**src/rtl/btn_pkg.sv**
```systemverilog
package btn_pkg;
    localparam logic LVL_RELEASED = 1'b1;
    localparam logic LVL_PRESSED  = 1'b0;
    localparam int   BASE_STAGES  = 3;

    function automatic int stage_count(input bit long_filter);
        return long_filter ? BASE_STAGES + 1 : BASE_STAGES;
    endfunction
endpackage

```
**src/rtl/btn_tick_gen.sv**
```systemverilog
module btn_tick_gen #(
    parameter int TICK_COUNT = 4_000_000
) (
    input  logic clk,
    input  logic rst,
    output logic tick
);
    localparam int CNT_W = (TICK_COUNT > 2) ? $clog2(TICK_COUNT) : 1;
    localparam logic [CNT_W-1:0] LAST = CNT_W'(TICK_COUNT - 1);

    typedef struct packed {
        logic [CNT_W-1:0] cnt;
    } div_st_t;

    div_st_t s_d, s_q;

    always_comb begin
        s_d  = s_q;
        tick = (s_q.cnt == LAST);
        if (tick) begin
            s_d.cnt = '0;
        end else begin
            s_d.cnt = s_q.cnt + 1'b1;
        end
    end

    always_ff @(posedge clk) begin
        if (rst) begin
            s_q <= '0;
        end else begin
            s_q <= s_d;
        end
    end
endmodule

```
**src/rtl/btn_sample_chain.sv**
```systemverilog
module btn_sample_chain
    import btn_pkg::*;
#(
    parameter int STAGES = 3
) (
    input  logic              clk,
    input  logic              rst,
    input  logic              tick,
    input  logic              btn_n,
    output logic [STAGES-1:0] hist
);
    typedef struct packed {
        logic [STAGES-1:0] sh;
    } chain_st_t;

    chain_st_t s_d, s_q;

    always_comb begin
        s_d = s_q;
        if (tick) begin
            s_d.sh = {s_q.sh[STAGES-2:0], btn_n};
        end
    end

    always_ff @(posedge clk) begin
        if (rst) begin
            s_q.sh <= {STAGES{LVL_RELEASED}};
        end else begin
            s_q <= s_d;
        end
    end

    assign hist = s_q.sh;
endmodule

```
**src/rtl/btn_edge_qual.sv**
```systemverilog
module btn_edge_qual
    import btn_pkg::*;
#(
    parameter int STAGES = 3
) (
    input  logic              clk,
    input  logic              rst,
    input  logic              tick,
    input  logic [STAGES-1:0] hist,
    output logic              pulse
);
    localparam int MID_W = STAGES - 2;

    typedef struct packed {
        logic pulse;
    } qual_st_t;

    qual_st_t s_d, s_q;
    logic     older_released;
    logic     newer_pressed;

    always_comb begin
        older_released = (hist[STAGES-1] == LVL_RELEASED);
        newer_pressed  = (hist[STAGES-2:1] == {MID_W{LVL_PRESSED}});
        s_d            = s_q;
        s_d.pulse      = tick && older_released && newer_pressed;
    end

    always_ff @(posedge clk) begin
        if (rst) begin
            s_q <= '0;
        end else begin
            s_q <= s_d;
        end
    end

    assign pulse = s_q.pulse;
endmodule

```
**src/rtl/btn_press_pulse.sv**
```systemverilog
module btn_press_pulse
    import btn_pkg::*;
#(
    parameter int TICK_COUNT  = 4_000_000,
    parameter bit LONG_FILTER = 1'b0
) (
    input  logic clk,
    input  logic rst,
    input  logic btn_n,
    output logic press_pulse
);
    localparam int STAGES = stage_count(LONG_FILTER);

    logic              tick;
    logic [STAGES-1:0] hist;

    btn_tick_gen #(.TICK_COUNT(TICK_COUNT)) u_tick (
        .clk  (clk),
        .rst  (rst),
        .tick (tick)
    );

    btn_sample_chain #(.STAGES(STAGES)) u_chain (
        .clk   (clk),
        .rst   (rst),
        .tick  (tick),
        .btn_n (btn_n),
        .hist  (hist)
    );

    btn_edge_qual #(.STAGES(STAGES)) u_qual (
        .clk   (clk),
        .rst   (rst),
        .tick  (tick),
        .hist  (hist),
        .pulse (press_pulse)
    );
endmodule

```
**config.mk**
```make
export PLATFORM = sky130hd
export DESIGN_NAME = btn_press_pulse
export DESIGN_NICKNAME = d
export VERILOG_FILES = /design/src/rtl/btn_pkg.sv /design/src/rtl/btn_tick_gen.sv /design/src/rtl/btn_sample_chain.sv /design/src/rtl/btn_edge_qual.sv /design/src/rtl/btn_press_pulse.sv
export SDC_FILE = /design/constraint.sdc
export NUM_CORES = 1
export LEC_CHECK = 0
export ABC_CLOCK_PERIOD_IN_PS = 2210
export BUFFER_PORTS_ARGS = -buffer_cell sky130_fd_sc_hd__buf_2
export CAP_MARGIN = 40
export CELL_PAD_IN_SITES_DETAIL_PLACEMENT = 1
export CELL_PAD_IN_SITES_GLOBAL_PLACEMENT = 2
export CORE_MARGIN = 2
export CORE_UTILIZATION = 37
export DETAILED_ROUTE_END_ITERATION = 10
export PLACE_DENSITY_LB_ADDON = 0.05
export SYNTH_ARGS = -nofsm -noshare
export SYNTH_HDL_FRONTEND = slang
export SYNTH_HIERARCHICAL = 1
export SYNTH_SLANG_ARGS = --single-unit
```
**constraint.sdc**
```tcl
create_clock -name clk -period 2.21 [get_ports clk]
set_input_delay 0.3315 -clock clk [delete_from_list [all_inputs] [get_ports clk]]
set_output_delay 0.3315 -clock clk [all_outputs]
set_load 0.01 [all_outputs]
```
==> results of run 1 <==
[routing by layer]
metal	global-route usage [%]	share of wire, %
met5	0	0
met3	1.948	1.4
met1	21.51	49
met4	4.762	0.33
met2	26.71	50
[worst max path at each step]
stage	end	slack, ns	startpoint	cells after the start
4_1_cts	u_chain/hist[2]$_SDFFE_PP1P_	0.30	u_tick/s_q[0]$_SDFF_PP0_	6
2_1_floorplan	u_chain/hist[0]$_SDFFE_PP1P_	0.31	u_tick/s_q[0]$_SDFF_PP0_	5
5_1_grt	u_chain/hist[2]$_SDFFE_PP1P_	0.11	u_tick/s_q[0]$_SDFF_PP0_	6
3_3_place_gp	u_chain/hist[2]$_SDFFE_PP1P_	0.43	u_tick/s_q[15]$_SDFF_PP0_	6
6_report	u_chain/hist[2]$_SDFFE_PP1P_	0.32	u_tick/s_q[0]$_SDFF_PP0_	6
3_5_place_dp	u_chain/hist[2]$_SDFFE_PP1P_	0.34	u_tick/s_q[0]$_SDFF_PP0_	6
[state kept, by name, summed over array words and instances, names as in the netlist]
signal	cells
u_qual/pulse	1
u_chain/hist	3
u_tick/s_q	22
[through the flow]
step,worst slack [ns],area [um2],hold slack (ns),power (mW),std cells
3_5_place_dp,0.3367,1256,0.4641,0.5135,177
4_1_cts,0.2995,1309,0.1995,0.8403,181
3_3_place_gp,0.4282,1256,0.4387,0.5114,177
6_report,0.3248,1309,0.2105,0.8258,181
2_1_floorplan,0.3070,1162,0.4039,0.5024,129
5_1_grt,0.1097,1309,0.2048,0.8637,181
[kinds of logic after synthesis]
logic type,Yosys count
XOR/XNOR,13
buffers and inverters,6
flip-flops,26
AO/OA/AOI/OAI,18
adder cells (fa/ha/maj),1
AND/OR/NAND/NOR,65
[area by class of cell]
| cell class | instances | area, um2 | share of cell area, % |
|---|---|---|---|
| Clock buffer | 3 | 22.52 | 1.721 |
| Inverter | 4 | 15.01 | 1.147 |
| Timing Repair Buffer | 6 | 37.54 | 2.868 |
| Sequential cell | 26 | 520.5 | 39.77 |
| Clock inverter | 1 | 30.03 | 2.294 |
| Multi-Input combinational cell | 97 | 628.1 | 47.99 |
| Tap cell | 44 | 55.05 | 4.206 |
[cells in the mapped netlist (all sizes together)]
master  number  share of area [%]
a211o        3                2.3
a21oi        7                3.0
and3         1               0.54
and4         5                4.2
and4bb       1                1.1
buf          2               0.86
dfxtp       26                 45
ha           1                1.1
inv          4                1.3
nand2        7                2.3
nand3        9                5.0
nand4        8                4.3
nor2        19                6.1
nor2b        3                1.6
nor3         2               0.86
nor4         2                1.1
nor4b        1               0.75
o21ai        4                1.7
o31ai        3                1.9
o41ai        1                1.4
or3          4                2.2
or4          3                1.9
xnor2        8                6.0
xor2         5                3.8
[power groups by stage]
stage	combinational [mW]	clock, mW	sequential, mW
finish	0.0232	0.323	0.480
global route	0.0267	0.356	0.481
CTS	0.0239	0.337	0.479
detailed placement	0.0239	0	0.490
global placement	0.0223	0	0.489
floorplan	0.0141	0	0.488
[critical path, stage by stage, from the launching register on]
cell	delay, ns
dfxtp_1	0.42
ha_1	0.24
nand4_1	0.29
nor4_1	0.36
buf_4	0.19
nor2b_1	0.05
a211o_1	0.23
==> results.toml, run 1 <==
[clock_network]
cts.clk_slew.worst_paths_ns = 0.14
h-tree-depth = 1
clk_path_buf_depth = 2
cts_setup_buffers = 0
cts-root-buf = "clkbuf_4"
cts_sinks = 26
cts_tree = "built"
holdBufCountCts = 0
clkLatencyLatePin_ns = 0.32
cts_resized = 0
numCtsBuffers = 3

[detailed_routing]
antenna_left = 0
vias_per_cell = 5.315
post_drt_wl_per_cell_um = 13.39
wirelength_mm = 2.423
vias = 962
drt_iter0_drc = 10
drc = 0
first_pass_iters = 2

[grt]
grt_pass1_vias = 977
grt_remaining_overflow = 0
grt_usage_pct = 16.00
antenna_found_initial = 0
grt_pass1_wl_mm = 4.388
grt_max_degree = 16

[worst_hold_path]
hold_path_depth = 2
worstHoldEndpoint = "u_chain/hist[0]$_SDFFE_PP1P_"
worstHoldStart = "btn_n"
hold_class = "in -> reg"

[final_layout]
final_cell_mix = "26 x dfxtp_1, 19 x nor2_1, 8 x nand4_1, 8 x nand3_1, 8 x xnor2_1"
antenna_cells = 0
layout_commonest_cell = "dfxtp_1"
fin_util_pct = 43.22
nFillCells = 369
area_growth_pct = 12.59
drive_gt1_share_pct = 10.95
finalNetCount = 142

[timing]
finalHoldViolations = 0
slew_headroom_pct = 79.35
slew_violations = 0
setup_viol = 0
grt_setup_unrepaired = "no"
worst_pin_slew_ns = 0.3070
fin_crit_ns = 1.885
skew_ns = 0.007024
post-route-period-util_pct = 85.30
fmax_mhz = 530.5
finalSetupTns_ns = 0

[floorplan]
core_area_um2 = 3028
start_util_pct = 38.39
pin_count = 4
die_w_um = 60.05
die_area_um2 = 3606
fp-row-count = 20
die_h_um = 60.05

[synthesis]
syn_nets = 133
synth.avg_cell_area_um2 = 9.011
synth-adder-area-share_pct = 1.076
synth-simple-area-share_pct = 31.86
synth_top_family_by_area = "simple AND/OR/NAND/NOR gates"
yosysSeqAreaShare_pct = 44.78
synth.distinct_cells = 26
synth_compound_area_share_pct = 10.33
post_synth_xor_area_fraction_pct = 9.795
synth.area.mux_share_pct = 0
synth_seq_cells = 26
ys_warn_count = 6
syn_inst = 129
syn_area_um2 = 1162

[setup_path]
r2r_setup_slack_ns = 0.32
reg2reg_from = "u_tick/s_q[0]$_SDFF_PP0_"
crit_fanout = 7
r2r_end = "u_chain/hist[2]$_SDFFE_PP1P_"
r2r.worst_path.cells = 6
start_kind = "flop"
required_ns = 2.43
arrival_ns = 2.10
endpoint_kind = "flop"
crit_type = "reg -> reg"

[pwr]
pwr-share-seq_pct = 58.1
p_switching_mw = 0.1591
peakVddDrop_v = 0.0002904
p_leak_nw = 0.4222
cellInternalPower_mw = 0.6667
switching_share_pct = 19.26
pwr-share-comb_pct = 2.8
powerDensity_nw_per_um2 = 630.9
clkPwrFrac_pct = 39.1

[placement]
gp_congestion = 0.7114
hpwl_mm = 1.848
portBuffers = 3

[status]
status = "completed"

[run]
drv_cap = 0
Power figures use the tool's default switching activity.
==> run 2: changes to the inputs <==
--- a/config.mk
+++ b/config.mk
@@ -8,12 +8,13 @@
 export ABC_CLOCK_PERIOD_IN_PS = 2210
 export BUFFER_PORTS_ARGS = -buffer_cell sky130_fd_sc_hd__buf_2
 export CAP_MARGIN = 40
-export CELL_PAD_IN_SITES_DETAIL_PLACEMENT = 1
+export CELL_PAD_IN_SITES_DETAIL_PLACEMENT = 0
 export CELL_PAD_IN_SITES_GLOBAL_PLACEMENT = 2
 export CORE_MARGIN = 2
 export CORE_UTILIZATION = 37
 export DETAILED_ROUTE_END_ITERATION = 10
 export PLACE_DENSITY_LB_ADDON = 0.05
+export REMOVE_ABC_BUFFERS = 1
 export SYNTH_ARGS = -nofsm -noshare
 export SYNTH_HDL_FRONTEND = slang
 export SYNTH_HIERARCHICAL = 1
==> run 2 against run 1 <==
Effect of this change:
- worst hold slack worse by 0.0072 ns
- sequential share of layout area is 0.85 points higher
- critical path depth stayed put
- register-to-register slack better by 0.097 ns
- global-route usage is 1.9 points lower
- clock skew is 0.0037 ns higher
- fmax is 5.4% higher
- routed wire length is 8.9% lower
- first-iteration DRC count grew to 4.0 times the previous value
- cell area is 2.1% lower
- sequential power hardly changed
- highest routed layer unchanged
==> results.toml, run 2 (synthesis results as in run 1) <==
[final_layout]
largest_reg_flops = 22
final_cell_mix = "26 x dfxtp_1, 19 x nor2_1, 8 x nand4_1, 8 x nand3_1, 8 x xnor2_1"
antenna_cells = 0
top_register = "u_tick/s_q"
finalNetCount = 142
fin_util_pct = 42.31
layout_commonest_cell = "dfxtp_1"
drive_gt1_share_pct = 10.95
area_growth_pct = 10.23

[placement]
portBuffers = 3
hpwl_mm = 1.616
gp_congestion = 0.7419

[floorplan]
die_w_um = 60.05
fp-row-count = 20
pin_count = 4
die_h_um = 60.05
die_area_um2 = 3606
start_util_pct = 38.39
core_area_um2 = 3028

[setup_path]
crit_slowest_cell = "dfxtp_1"
endpoint_kind = "flop"
r2r_end = "u_chain/hist[2]$_SDFFE_PP1P_"
required_ns = 2.44
r2r.worst_path.cells = 6
r2r_setup_slack_ns = 0.42
reg2reg_from = "u_tick/s_q[0]$_SDFF_PP0_"
critical_path.max_stage_delay_ns = 0.42
arrival_ns = 2.02
crit_type = "reg -> reg"
crit_fanout = 7
crit_chain = "ha_1 > nand4_1 > nor4_1 > buf_4 > nor2b_1 > a211o_1"
start_kind = "flop"

[detailed_routing]
wirelength_mm = 2.208
post_drt_wl_per_cell_um = 12.20
drt_iter0_drc = 40
vias = 922
first_pass_iters = 4
vias_per_cell = 5.094
antenna_left = 0
drc = 0

[clock_network]
cts_tree = "built"
clk_path_buf_depth = 2
holdBufCountCts = 0
h-tree-depth = 1
numCtsBuffers = 3
clkLatencyLatePin_ns = 0.33
cts_setup_buffers = 0
cts.clk_slew.worst_paths_ns = 0.13
cts-root-buf = "clkbuf_4"
cts_resized = 0
cts_sinks = 26

[worst_hold_path]
worstHoldStart = "btn_n"
worstHoldEndpoint = "u_chain/hist[0]$_SDFFE_PP1P_"
hold_path_depth = 2
hold_class = "in -> reg"

[timing]
skew_ns = 0.01073
slew_headroom_pct = 77.72
grt_setup_unrepaired = "no"
finalHoldViolations = 0
slew_violations = 0
post-route-period-util_pct = 80.91
fin_crit_ns = 1.788
finalSetupTns_ns = 0
worst_pin_slew_ns = 0.3312
setup_viol = 0
fmax_mhz = 559.3

[pwr]
peakVddDrop_v = 0.0005205
powerDensity_nw_per_um2 = 582.1
p_leak_nw = 0.4002
totalPowerFinal_mw = 0.7457

[status]
status = "completed"

[grt]
antenna_found_initial = 0
grt_usage_pct = 14.15
grt_remaining_overflow = 0
grt_pass1_wl_mm = 3.850
grt_max_degree = 15
grt_pass1_vias = 872

[run]
drv_cap = 0
-- run 2: per-layer routing --
metal / global-route usage [%] / part of all wire [%] / vias up
met4: 2.857 / 0.95 / 0
li1: - / - / 486
met3: 3.896 / 2.5 / 2
met2: 24.22 / 45 / 8
met1: 17.73 / 52 / 426
met5: 0 / 0 / -
-- run 2: worst max path at each step --
stage / cells past startpoint / start / to / slack [ns]
after detailed placement: 6 / u_tick/s_q[0]$_SDFF_PP0_ / u_chain/hist[2]$_SDFFE_PP1P_ / 0.44
after CTS: 6 / u_tick/s_q[0]$_SDFF_PP0_ / u_chain/hist[2]$_SDFFE_PP1P_ / 0.40
after floorplan: 4 / u_tick/s_q[0]$_SDFF_PP0_ / u_tick/s_q[10]$_SDFF_PP0_ / 0.05
after global placement: 6 / u_tick/s_q[0]$_SDFF_PP0_ / u_chain/hist[1]$_SDFFE_PP1P_ / 0.44
final: 6 / u_tick/s_q[0]$_SDFF_PP0_ / u_chain/hist[2]$_SDFFE_PP1P_ / 0.42
after global routing: 6 / u_tick/s_q[0]$_SDFF_PP0_ / u_chain/hist[2]$_SDFFE_PP1P_ / 0.19
-- run 2: final cells by class --
class / instances / area (um2)
Fill cell: 328 / 1747
Multi-Input combinational cell: 97 / 616.8
Sequential cell: 26 / 520.5
Tap cell: 44 / 55.05
Timing Repair Buffer: 6 / 37.54
Clock buffer: 4 / 36.28
Inverter: 4 / 15.01
-- run 2: stage by stage --
stage	instance area (um2)	setup slack, ns	hold slack (ns)	instances
2_1_floorplan	1152	0.04544	0.4039	127
3_3_place_gp	1245	0.4403	0.4413	177
3_5_place_dp	1245	0.4398	0.4448	177
4_1_cts	1281	0.4043	0.1926	181
5_1_grt	1281	0.1861	0.1875	181
6_report	1281	0.4219	0.2033	181
-- run 2: worst max-delay path, delay by kind of cell (launching register included) --
family                     cells  cell delay (ns)
AOI/OAI and AO/OA              1             0.21
adders and majority gates      1             0.24
buffers and inverters          1             0.19
DFF                            1             0.42
and+or+nand+nor                3             0.63
-- run 2: where the power goes --
part / switching [mW] / internal (mW) / total, mW
Clock: 0.144 / 0.101 / 0.245
Combinational: 0.0124 / 0.00904 / 0.0214
Sequential: 0.00569 / 0.474 / 0.479
